## src/rtl/spi_fm_pkg.sv

```systemverilog
package spi_fm_pkg;

    localparam int GAP_W = 4;

    typedef enum logic [1:0] {
        ST_IDLE,
        ST_SETUP,
        ST_SHIFT,
        ST_HOLD
    } fm_state_e;

    typedef struct packed {
        logic       cpol;
        logic       cpha;
        logic       lsb_first;
        logic [1:0] setup_ext;
        logic [1:0] hold_ext;
    } fm_cfg_t;

    // Reload value of the gap timer (ticks minus one) before the first edge.
    function automatic logic [GAP_W-1:0] setup_reload(input logic cpha, input logic [1:0] ext);
        return {1'b0, ext, 1'b0} + {3'b000, ~cpha};
    endfunction

    // Reload value of the gap timer (ticks minus one) after the last edge.
    function automatic logic [GAP_W-1:0] hold_reload(input logic cpha, input logic [1:0] ext);
        return {1'b0, ext, 1'b0} + {3'b000, cpha};
    endfunction

endpackage

```

## src/rtl/spi_fm_gap_timer.sv

```systemverilog
module spi_fm_gap_timer
    import spi_fm_pkg::*;
(
    input  logic             clk,
    input  logic             rst,
    input  logic             tick,
    input  logic             load,
    input  logic [GAP_W-1:0] load_val,
    output logic             expired
);

    logic [GAP_W-1:0] cnt_q;

    always_ff @(posedge clk) begin
        if (rst) begin
            cnt_q <= '0;
        end else if (load) begin
            cnt_q <= load_val;
        end else if (tick && (cnt_q != '0)) begin
            cnt_q <= cnt_q - 1'b1;
        end
    end

    assign expired = (cnt_q == '0);

endmodule

```

## src/rtl/spi_fm_tx_launcher.sv

```systemverilog
module spi_fm_tx_launcher #(
    parameter int CHAR_W = 8,
    parameter int IW     = $clog2(CHAR_W)
) (
    input  logic              clk,
    input  logic              rst,
    input  logic              lsb,
    input  logic              load,
    input  logic              load_drive,
    input  logic [CHAR_W-1:0] load_data,
    input  logic              launch,
    input  logic [IW-1:0]     launch_idx,
    output logic              mosi
);

    localparam logic [IW-1:0] LAST_IDX = IW'(CHAR_W - 1);

    logic [CHAR_W-1:0] txd_q;
    logic              mosi_q;
    logic [IW-1:0]     pos;
    logic              first_new;

    always_comb begin
        pos       = lsb ? launch_idx : (LAST_IDX - launch_idx);
        first_new = lsb ? load_data[0] : load_data[CHAR_W-1];
    end

    always_ff @(posedge clk) begin
        if (rst) begin
            txd_q  <= '0;
            mosi_q <= 1'b0;
        end else begin
            if (load) begin
                txd_q <= load_data;
            end
            if (load && load_drive) begin
                mosi_q <= first_new;
            end else if (launch) begin
                mosi_q <= txd_q[pos];
            end
        end
    end

    assign mosi = mosi_q;

endmodule

```

## src/rtl/spi_fm_rx_assembler.sv

```systemverilog
module spi_fm_rx_assembler #(
    parameter int CHAR_W = 8,
    parameter int IW     = $clog2(CHAR_W)
) (
    input  logic              clk,
    input  logic              rst,
    input  logic              lsb,
    input  logic              sample,
    input  logic [IW-1:0]     sample_idx,
    input  logic              miso,
    input  logic              finish,
    output logic              rx_valid,
    output logic [CHAR_W-1:0] rx_data
);

    localparam logic [IW-1:0] LAST_IDX = IW'(CHAR_W - 1);

    logic [CHAR_W-1:0] acc_q;
    logic [CHAR_W-1:0] acc_next;
    logic [IW-1:0]     pos;
    logic              valid_q;
    logic [CHAR_W-1:0] data_q;

    always_comb begin
        pos      = lsb ? sample_idx : (LAST_IDX - sample_idx);
        acc_next = acc_q;
        if (sample) begin
            acc_next[pos] = miso;
        end
    end

    always_ff @(posedge clk) begin
        if (rst) begin
            acc_q   <= '0;
            valid_q <= 1'b0;
            data_q  <= '0;
        end else begin
            acc_q   <= acc_next;
            valid_q <= finish;
            if (finish) begin
                data_q <= acc_next;
            end
        end
    end

    assign rx_valid = valid_q;
    assign rx_data  = data_q;

    AST_RX_SINGLE_PULSE: assert property (@(posedge clk) disable iff (rst)
        rx_valid |=> !rx_valid) else $error("rx strobe longer than one cycle");

endmodule

```

## src/rtl/spi_frame_master.sv

```systemverilog
module spi_frame_master
    import spi_fm_pkg::*;
#(
    parameter int CHAR_W = 8
) (
    input  logic              clk,
    input  logic              rst,
    input  logic              tick,
    input  logic              cpol,
    input  logic              cpha,
    input  logic              lsb_first,
    input  logic [1:0]        setup_ext,
    input  logic [1:0]        hold_ext,
    input  logic              rx_cont,
    input  logic              tx_valid,
    output logic              tx_ready,
    input  logic [CHAR_W-1:0] tx_data,
    output logic              rx_valid,
    output logic [CHAR_W-1:0] rx_data,
    output logic              ce_n,
    output logic              sclk,
    output logic              mosi,
    input  logic              miso
);

    localparam int EDGES = 2 * CHAR_W;
    localparam int EW    = $clog2(EDGES);
    localparam int IW    = EW - 1;
    localparam logic [EW-1:0] LAST_EDGE = EW'(EDGES - 1);

    generate
        if (CHAR_W < 4 || CHAR_W > 16) begin : g_bad_width
            $error("CHAR_W must lie between 4 and 16");
        end
    endgenerate

    fm_state_e        state_q;
    fm_cfg_t          cfg_q;
    logic [EW-1:0]    edge_q;
    logic             ce_n_q;
    logic             sclk_q;

    logic             start;
    logic             do_edge;
    logic             last_edge;
    logic             more;
    logic             end_char;
    logic             ld;
    logic [CHAR_W-1:0] ld_data;
    logic             ld_drive;
    logic             ld_lsb;
    logic             sample_stb;
    logic             launch_stb;
    logic [EW-1:0]    edge_inc;
    logic [IW-1:0]    launch_idx;
    logic             gap_load;
    logic [GAP_W-1:0] gap_val;
    logic             gap_expired;

    always_comb begin
        start      = (state_q == ST_IDLE) && tick && tx_valid;
        do_edge    = tick && ((state_q == ST_SHIFT) ||
                              ((state_q == ST_SETUP) && gap_expired));
        last_edge  = (edge_q == LAST_EDGE);
        more       = tx_valid || rx_cont;
        end_char   = do_edge && last_edge;
        tx_ready   = start || (end_char && tx_valid);
        ld         = start || (end_char && more);
        ld_data    = tx_valid ? tx_data : '0;
        ld_drive   = start ? ~cpha : ~cfg_q.cpha;
        ld_lsb     = start ? lsb_first : cfg_q.lsb_first;
        sample_stb = do_edge && (edge_q[0] == cfg_q.cpha);
        launch_stb = do_edge && (edge_q[0] != cfg_q.cpha) && !last_edge;
        edge_inc   = edge_q + 1'b1;
        launch_idx = cfg_q.cpha ? edge_q[EW-1:1] : edge_inc[EW-1:1];
        gap_load   = start || (end_char && !more);
        gap_val    = start ? setup_reload(cpha, setup_ext)
                           : hold_reload(cfg_q.cpha, cfg_q.hold_ext);
    end

    always_ff @(posedge clk) begin
        if (rst) begin
            state_q <= ST_IDLE;
            cfg_q   <= '0;
            edge_q  <= '0;
            ce_n_q  <= 1'b1;
            sclk_q  <= cpol;
        end else begin
            case (state_q)
                ST_IDLE: begin
                    sclk_q <= cpol;
                    if (start) begin
                        ce_n_q  <= 1'b0;
                        cfg_q   <= fm_cfg_t'({cpol, cpha, lsb_first, setup_ext, hold_ext});
                        edge_q  <= '0;
                        state_q <= ST_SETUP;
                    end
                end
                ST_SETUP, ST_SHIFT: begin
                    if (do_edge) begin
                        sclk_q  <= ~sclk_q;
                        edge_q  <= last_edge ? '0 : edge_inc;
                        state_q <= (end_char && !more) ? ST_HOLD : ST_SHIFT;
                    end
                end
                ST_HOLD: begin
                    if (tick && gap_expired) begin
                        ce_n_q  <= 1'b1;
                        state_q <= ST_IDLE;
                    end
                end
                default: state_q <= ST_IDLE;
            endcase
        end
    end

    assign ce_n = ce_n_q;
    assign sclk = sclk_q;

    spi_fm_gap_timer u_gap (
        .clk      (clk),
        .rst      (rst),
        .tick     (tick),
        .load     (gap_load),
        .load_val (gap_val),
        .expired  (gap_expired)
    );

    spi_fm_tx_launcher #(.CHAR_W(CHAR_W), .IW(IW)) u_tx (
        .clk        (clk),
        .rst        (rst),
        .lsb        (ld_lsb),
        .load       (ld),
        .load_drive (ld_drive),
        .load_data  (ld_data),
        .launch     (launch_stb),
        .launch_idx (launch_idx),
        .mosi       (mosi)
    );

    spi_fm_rx_assembler #(.CHAR_W(CHAR_W), .IW(IW)) u_rx (
        .clk        (clk),
        .rst        (rst),
        .lsb        (cfg_q.lsb_first),
        .sample     (sample_stb),
        .sample_idx (edge_q[EW-1:1]),
        .miso       (miso),
        .finish     (end_char),
        .rx_valid   (rx_valid),
        .rx_data    (rx_data)
    );

    AST_SCLK_ON_TICK: assert property (@(posedge clk) disable iff (rst)
        (!$stable(sclk) && !ce_n) |-> $past(tick)) else $error("sclk moved without tick");
    AST_CE_ON_TICK: assert property (@(posedge clk) disable iff (rst)
        !$stable(ce_n) |-> $past(tick)) else $error("ce_n moved without tick");
    AST_MOSI_ON_TICK: assert property (@(posedge clk) disable iff (rst)
        !$stable(mosi) |-> $past(tick)) else $error("mosi moved without tick");
    AST_NO_EDGE_AT_RELEASE: assert property (@(posedge clk) disable iff (rst)
        $rose(ce_n) |-> $stable(sclk)) else $error("sclk edge at chip-enable release");
    AST_POP_WITH_VALID: assert property (@(posedge clk) disable iff (rst)
        tx_ready |-> (tx_valid && !ce_n) || (tx_valid && $past(ce_n))) else $error("pop without data");

endmodule

```

## config.mk

```make
export PLATFORM = sky130hd
export DESIGN_NAME = spi_frame_master
export DESIGN_NICKNAME = d
export VERILOG_FILES = /design/src/rtl/spi_fm_pkg.sv /design/src/rtl/spi_fm_gap_timer.sv /design/src/rtl/spi_fm_tx_launcher.sv /design/src/rtl/spi_fm_rx_assembler.sv /design/src/rtl/spi_frame_master.sv
export SDC_FILE = /design/constraint.sdc
export NUM_CORES = 1
export LEC_CHECK = 0
export BUFFER_PORTS_ARGS = -buffer_cell sky130_fd_sc_hd__buf_2
export CELL_PAD_IN_SITES_DETAIL_PLACEMENT = 0
export CELL_PAD_IN_SITES_GLOBAL_PLACEMENT = 1
export CORE_MARGIN = 2
export CORE_UTILIZATION = 42
export CTS_CLUSTER_DIAMETER = 60
export DETAILED_ROUTE_END_ITERATION = 12
export PLACE_DENSITY = 0.82
export SLEW_MARGIN = 10
export SYNTH_ARGS = -nofsm -noshare
export SYNTH_HDL_FRONTEND = slang
export SYNTH_SLANG_ARGS = --single-unit
```

## constraint.sdc

```tcl
create_clock -name clk -period 3.35 [get_ports clk]
set_clock_uncertainty 0.15 [all_clocks]
set_input_delay 0 -clock clk [delete_from_list [all_inputs] [get_ports clk]]
set_output_delay 0 -clock clk [all_outputs]
set_load 0.1 [all_outputs]
```

==> flow_metrics.tcl, run 1 <==
set metrics [dict create \
    status "finished clean" \
    slew_headroom_pct 45.4 \
    fin_tns_setup_ns 0 \
    io_pins 34 \
    hold_ws_ns 0.0721 \
    ant_nets 0 \
    wl_per_cell_um 13.9 \
    use_met2_pct 32.5 \
    ys_warn_count 0 \
    path_max_fanout 12 \
    die-area_um2 6660 \
    grt_pass1_vias 2267 \
    synthToLayoutAreaGrowth_pct 22.9 \
    htreeDepth 2 \
    min_period_ns 3.03 \
    crit_type "flop to flop" \
    gr-usage-met1_pct 28.5 \
    hold_viol_final 0 \
    r2r_cells 8 \
    nets 405 \
    powerDensity_nw_per_um2 439 \
    endpoint_kind "flop" \
    drt-initial-drc-count 157 \
    ys_seq_area_share_pct 33.6 \
    die_h_um 81.6 \
    cts_buffers 5 \
    grt_antenna_before_repair 0 \
    avgSynthCellArea_um2 7.73 \
    clk_latency_ns 0.29 \
    synth-seq-cells 42 \
    r2r-start "edge_q[1]$_SDFFE_PP0P_" \
    power.total_w 0.00137 \
    initial_utilization_pct 43.0 \
    num_rows 28 \
    maxCapViolations 0 \
    postSynth.asyncResetShare_pct 0 \
    wirelength_um 6320 \
    critPathLaunchType "flop" \
    synth_edf_count 1 \
    clkSinkCount 42 \
    synthesis.nets 355 \
    grt_max_degree 45 \
    hold_depth 3 \
    hp-class "input port to flop" \
    grt_first_pass_wirelength_um 10700 \
    layout-drive-gt1-share_pct 15.1 \
    vias 2481 \
    grt-busiest-layer "met2" \
    hold_end "u_tx.mosi$_SDFFE_PP0P_" \
    ys_types 56 \
    core_um2 5890 \
    r2r_slack_ns 0.32 \
    fill_cells 586 \
    globalplace.congestion 0.840 \
    fmax_mhz 331 \
    cts.clk_slew.worst_paths_ns 0.08 \
    synth_area_um2 2530 \
    vias_per_cell 5.48 \
    rsz0062_at_grt "false" \
    grt_overflow_total 0 \
    grt_usage_pct 20.4 \
    setup_viol 0 \
    die_x_um 81.6 \
    clockBufferDepth 2 \
    min_from "tx_valid" \
    r2r-end "u_gap.cnt_q[2]$_SDFFE_PP0P_" \
    clockRootBuffer "clkbuf_8" \
    met3_usage_pct 3.52 \
    synthCells 327 \
    fin_area_um2 3110 \
    antennaDiodeCount 0 \
    synth_flop_cell "dfxtp_1" \
    fin_crit_sh_pct 90.3 \
    p_leak_nw 1.18 \
    drcViolationCount 0 \
    cp_data_required_time_ns 3.39 \
    tightestPinTransition_ns 0.819 \
    dp_hpwl_um 4230 \
    numPortBuffers 33 \
    irDropWorstVdd_v 0.000228 \
    first_pass_iters 4 \
    place_area_um2 2750 \
    fin_util_pct 52.8 \
    tritoncts "built" \
    cp.arrival_ns 3.06 \
    slew_violations 0 \
]
flip-flops by register name (all words and copies together), names as in the netlist:
register	count
sclk	1
cfg_q	4
u_tx.txd_q	8
ce_n	1
u_rx.acc_q	8
u_rx.rx_data	8
state_q	2
u_gap.cnt_q	4
edge_q	4
u_rx.rx_valid	1
u_tx.mosi	1
cell usage after synthesis, drive strengths merged, types with 2 or more instances:
| library cell | count | area share, % |
|---|---|---|
| o21ai | 11 | 2.2 |
| o211ai | 2 | 0.59 |
| and2 | 4 | 0.99 |
| o21bai | 3 | 0.89 |
| buf | 6 | 1.4 |
| xor2 | 4 | 1.4 |
| nor3 | 10 | 2.0 |
| nand2 | 39 | 5.8 |
| mux2i | 4 | 1.7 |
| a311oi | 3 | 1.0 |
| xnor2 | 5 | 1.7 |
| a311o | 3 | 1.2 |
| a221oi | 2 | 0.69 |
| dfxtp | 41 | 32 |
| o311ai | 2 | 0.69 |
| mux4 | 2 | 1.8 |
| a31oi | 4 | 0.99 |
| nand3b | 3 | 0.89 |
| a21oi | 34 | 6.7 |
| a21o | 3 | 0.89 |
| o22ai | 2 | 0.49 |
| or4 | 2 | 0.59 |
| nand2b | 11 | 2.7 |
| and3 | 3 | 0.74 |
| nand3 | 17 | 3.4 |
| a211oi | 7 | 2.1 |
| clkbuf | 14 | 2.1 |
| a31o | 3 | 1.0 |
| inv | 12 | 1.8 |
| ha | 7 | 3.5 |
| nor2 | 36 | 5.3 |
| a41oi | 3 | 1.0 |
| nor2b | 2 | 0.49 |
| mux2 | 2 | 0.89 |
| nor3b | 3 | 0.89 |
| o32ai | 2 | 0.69 |
through the flow:
step,instances,setup slack (ns)
3_3_place_gp,420,0.550
2_1_floorplan,327,0.820
4_1_cts,453,0.116
6_report,453,0.325
3_5_place_dp,420,0.464
5_1_grt,453,0.0920
kinds of logic (layout without fill, tap and decap cells):
logic type	count (synthesis)	in the layout	share of synthesized area, %
simple gates	137	137	26.3
compound gates	92	92	23.9
fa+ha+maj	7	7	3.46
flops	42	42	33.6
mux	8	8	4.40
xor+xnor	9	9	3.12
buf+inv	32	83	5.24
report_power, final:
part | total, W | internal (W) | switching [W]
combinational | 0.000447 | 0.000169 | 0.000278
sequential | 0.000573 | 0.000540 | 0.0000330
clock | 0.000346 | 0.000166 | 0.000180
total | 0.00137 | 0.000874 | 0.000491
cell type report:
class | count | area (um^2) | share of cell area, %
clock buffer | 6 | 82.6 | 2.66
clock inverter | 2 | 12.5 | 0.403
inverter | 12 | 45.0 | 1.45
multi-input combinational | 253 | 1550 | 50.0
sequential | 42 | 851 | 27.4
tap | 75 | 93.8 | 3.02
timing repair buffer | 63 | 468 | 15.1
per-layer routing:
metal	vias to the layer above	share of wire (%)
li1	1282	-
met5	-	0
met3	4	3.8
met4	0	0.97
met1	1156	49
met2	39	46
worst max-delay path by stage:
stage,cells past startpoint,start,endpoint,slack [ns]
after detailed placement,8,state_q[0]$_SDFFE_PP0P_,u_tx.mosi$_SDFFE_PP0P_,0.46
after global placement,8,state_q[0]$_SDFFE_PP0P_,u_tx.mosi$_SDFFE_PP0P_,0.55
after CTS,8,edge_q[1]$_SDFFE_PP0P_,u_gap.cnt_q[2]$_SDFFE_PP0P_,0.12
after floorplan,9,state_q[0]$_SDFFE_PP0P_,u_tx.mosi$_SDFFE_PP0P_,0.82
after global routing,8,edge_q[1]$_SDFFE_PP0P_,u_gap.cnt_q[2]$_SDFFE_PP0P_,0.09
final,8,edge_q[1]$_SDFFE_PP0P_,u_gap.cnt_q[2]$_SDFFE_PP0P_,0.32
critical path, cell delays in order, from the launching register on:
cell and delay (ns):
dfxtp_1 0.56, ha_1 0.31, nand3_1 0.22, a211oi_2 0.48, nand2_1 0.16, nand2_1 0.21
and3_1 0.19, a311oi_1 0.04, dlygate4sd3_1 0.59
layout by cell type, fill, tap and decap left out, drive strengths merged, types with 7 or more instances in the layout:
cell,synthesis,final
inv,12,12
nor2,36,36
a211oi,7,7
nor3,10,10
a21oi,34,34
o21ai,11,11
nand2,39,39
dlygate4sd3,0,25
nand2b,11,11
dfxtp,41,41
ha,7,7
nand3,17,17
buf,6,38
repair_timing:
action                                  4_1_cts  5_1_grt
endpoints found under the setup margin        0        4
hold buffers                                 25        0
gates resized for setup                       0        2
buffers inserted                              0        0
endpoints found under the hold margin        17        0
Power figures use the tool's default switching activity.
==> run 2: changes to the inputs <==
--- a/config.mk
+++ b/config.mk
@@ -12,7 +12,7 @@
 export CORE_UTILIZATION = 42
 export CTS_CLUSTER_DIAMETER = 60
 export DETAILED_ROUTE_END_ITERATION = 12
-export PLACE_DENSITY = 0.82
+export PLACE_DENSITY = 0.91
 export SLEW_MARGIN = 10
 export SYNTH_ARGS = -nofsm -noshare
 export SYNTH_HDL_FRONTEND = slang
==> constraint.sdc (replaced) <==
create_clock -name clk -period 3.35 [get_ports clk]
set_clock_uncertainty 0.15 [all_clocks]
set_input_delay 0.335 -clock clk [delete_from_list [all_inputs] [get_ports clk]]
set_output_delay 0.335 -clock clk [all_outputs]
set_load 0.1 [all_outputs]
==> run 2 against run 1 <==
Worst hold slack improved by 0.056 ns. Maximum frequency increased by 4.0%. Critical endpoint is now u_tx.mosi$_SDFFE_PP0P_. Highest routed layer unchanged. Sequential share of layout area increased by 2.4 points. Largest power group unchanged. Largest cell class unchanged. Sequential power about the same. Register-to-register slack improved by 0.12 ns.
==> flow_metrics.tcl, run 2 (synthesis gave the netlist of run 1 again) <==
set metrics [dict create \
    status "finished clean" \
    core_um2 5890 \
    die_x_um 81.6 \
    vias_per_cell 5.68 \
    cp.arrival_ns 2.97 \
    crit_type "flop to flop" \
    grt_pass1_vias 2091 \
    vias 2425 \
    htreeDepth 2 \
    critPathLaunchType "flop" \
    maxCapViolations 0 \
    hold_viol_final 0 \
    tightestPinTransition_ns 0.820 \
    io_pins 34 \
    mostFrequentLayoutCells "dfxtp_1, nand2_1, nor2_1, a21oi_1, buf_2" \
    slew_violations 0 \
    cp_num_buf_inv 1 \
    r2r-end "u_tx.mosi$_SDFFE_PP0P_" \
    globalplace.congestion 0.826 \
    powerDensity_nw_per_um2 482 \
    numPortBuffers 33 \
    path_max_fanout 9 \
    irDropWorstVdd_v 0.000271 \
    clk_latency_ns 0.29 \
    hp-class "input port to flop" \
    cp_slowest_cell "mux4_2" \
    setup_viol 0 \
    fmax_mhz 344 \
    slew_headroom_pct 45.4 \
    endpoint "u_tx.mosi$_SDFFE_PP0P_" \
    grt_usage_pct 18.7 \
    r2r-start "state_q[1]$_SDFFE_PP0P_" \
    final_common_cell "dfxtp_1" \
    num_rows 28 \
    grt_overflow_total 0 \
    pre_cts_slack_ns 0.505 \
    synthToLayoutAreaGrowth_pct 12.9 \
    endpoint_kind "flop" \
    grt_max_degree 45 \
    path_cells "inv_1 -> ha_1 -> and3_1 -> mux2i_2 -> mux4_2 -> nor2_1 -> nor3_1 -> nor4b_2" \
    cts_buffers 5 \
    fin_crit_sh_pct 86.8 \
    wl_per_cell_um 14.1 \
    tritoncts "built" \
    clkSinkCount 42 \
    p_leak_nw 1.10 \
    cts_resized 0 \
    cts_setup_buffers 0 \
    fill_cells 582 \
    wirelength_um 6040 \
    crit_start "state_q[1]$_SDFFE_PP0P_" \
    die_h_um 81.6 \
    die-area_um2 6660 \
    holdBufCountCts 0 \
    worst-path-stages 8 \
    drt-initial-drc-count 189 \
    cp_slowest_stage_delay_ns 0.57 \
    r2r_cells 8 \
    clockRootBuffer "clkbuf_8" \
    initial_utilization_pct 43.0 \
    drcViolationCount 0 \
    fin_tns_setup_ns 0 \
    grt_first_pass_wirelength_um 9760 \
    grt_antenna_before_repair 0 \
    first_pass_iters 4 \
    layout-drive-gt1-share_pct 15.3 \
    ant_nets 0 \
    min_period_ns 2.91 \
    nets 379 \
    worst_slack_ns 0.441 \
    critPathTopFamily "multiplexers" \
    power.total_w 0.00138 \
    clockBufferDepth 2 \
    cp_data_required_time_ns 3.41 \
    dp_hpwl_um 4210 \
    cts.clk_slew.worst_paths_ns 0.08 \
    r2r_slack_ns 0.44 \
    rsz0062_at_grt "false" \
    antennaDiodeCount 0 \
]
==> run 2: area by class of cell <==
class / count / area, um^2 / share of cell area, %
multi-input combinational: 253 / 1550 / 54.1
sequential: 42 / 851 / 29.8
timing repair buffer: 37 / 210 / 7.36
clock buffer: 8 / 110 / 3.86
tap: 75 / 93.8 / 3.29
inverter: 12 / 45.0 / 1.58
==> run 2: worst reg2reg max path, delay by kind of cell, from the launching register on <==
kind	cells	cell delay [ns]
multiplexers	2	1.11
buffers and inverters	1	0.11
adder cells (fa/ha/maj)	1	0.27
AND/OR/NAND/NOR	4	0.85
flip-flops	1	0.35
==> run 2: worst min path at each step <==
stage	startpoint	to	slack, ns	cells past startpoint
floorplan	cfg_q[1]$_SDFFE_PP0P_	cfg_q[1]$_SDFFE_PP0P_	0.28	2
global placement	u_tx.txd_q[0]$_SDFFE_PP0P_	u_tx.txd_q[0]$_SDFFE_PP0P_	0.29	2
detailed placement	u_tx.txd_q[0]$_SDFFE_PP0P_	u_tx.txd_q[0]$_SDFFE_PP0P_	0.29	2
CTS	hold_ext[1]	cfg_q[1]$_SDFFE_PP0P_	0.12	3
global route	hold_ext[1]	cfg_q[1]$_SDFFE_PP0P_	0.13	3
finish	hold_ext[0]	cfg_q[0]$_SDFFE_PP0P_	0.13	3
==> run 2: metal layers <==
| layer | up-vias | routed length, um | GRT usage (%) |
|---|---|---|---|
| li1 | 1225 | - | - |
| met1 | 1147 | 2890 | 25.2 |
| met2 | 47 | 2880 | 30.7 |
| met3 | 6 | 205 | 3.41 |
| met4 | 0 | 60 | 5.33 |
| met5 | - | 0 | 0 |
==> run 2: per-stage QoR <==
stage / hold WS, ns / std cells / utilization (%) / area (um^2)
2_1_floorplan: 0.282 / 327 / - / 2530
3_5_place_dp: 0.295 / 419 / 46.6 / 2750
5_1_grt: 0.126 / 427 / 48.5 / 2860
6_report: 0.128 / 427 / 48.5 / 2860
4_1_cts: 0.124 / 427 / 48.5 / 2860
3_3_place_gp: 0.291 / 419 / 46.6 / 2750
==> run 2: power by group <==
| part | switching, W | internal (W) | total (W) |
|---|---|---|---|
| clock network | 0.000178 | 0.000208 | 0.000386 |
| logic | 0.000272 | 0.000145 | 0.000417 |
| registers | 0.0000335 | 0.000540 | 0.000573 |
| total | 0.000483 | 0.000893 | 0.00138 |
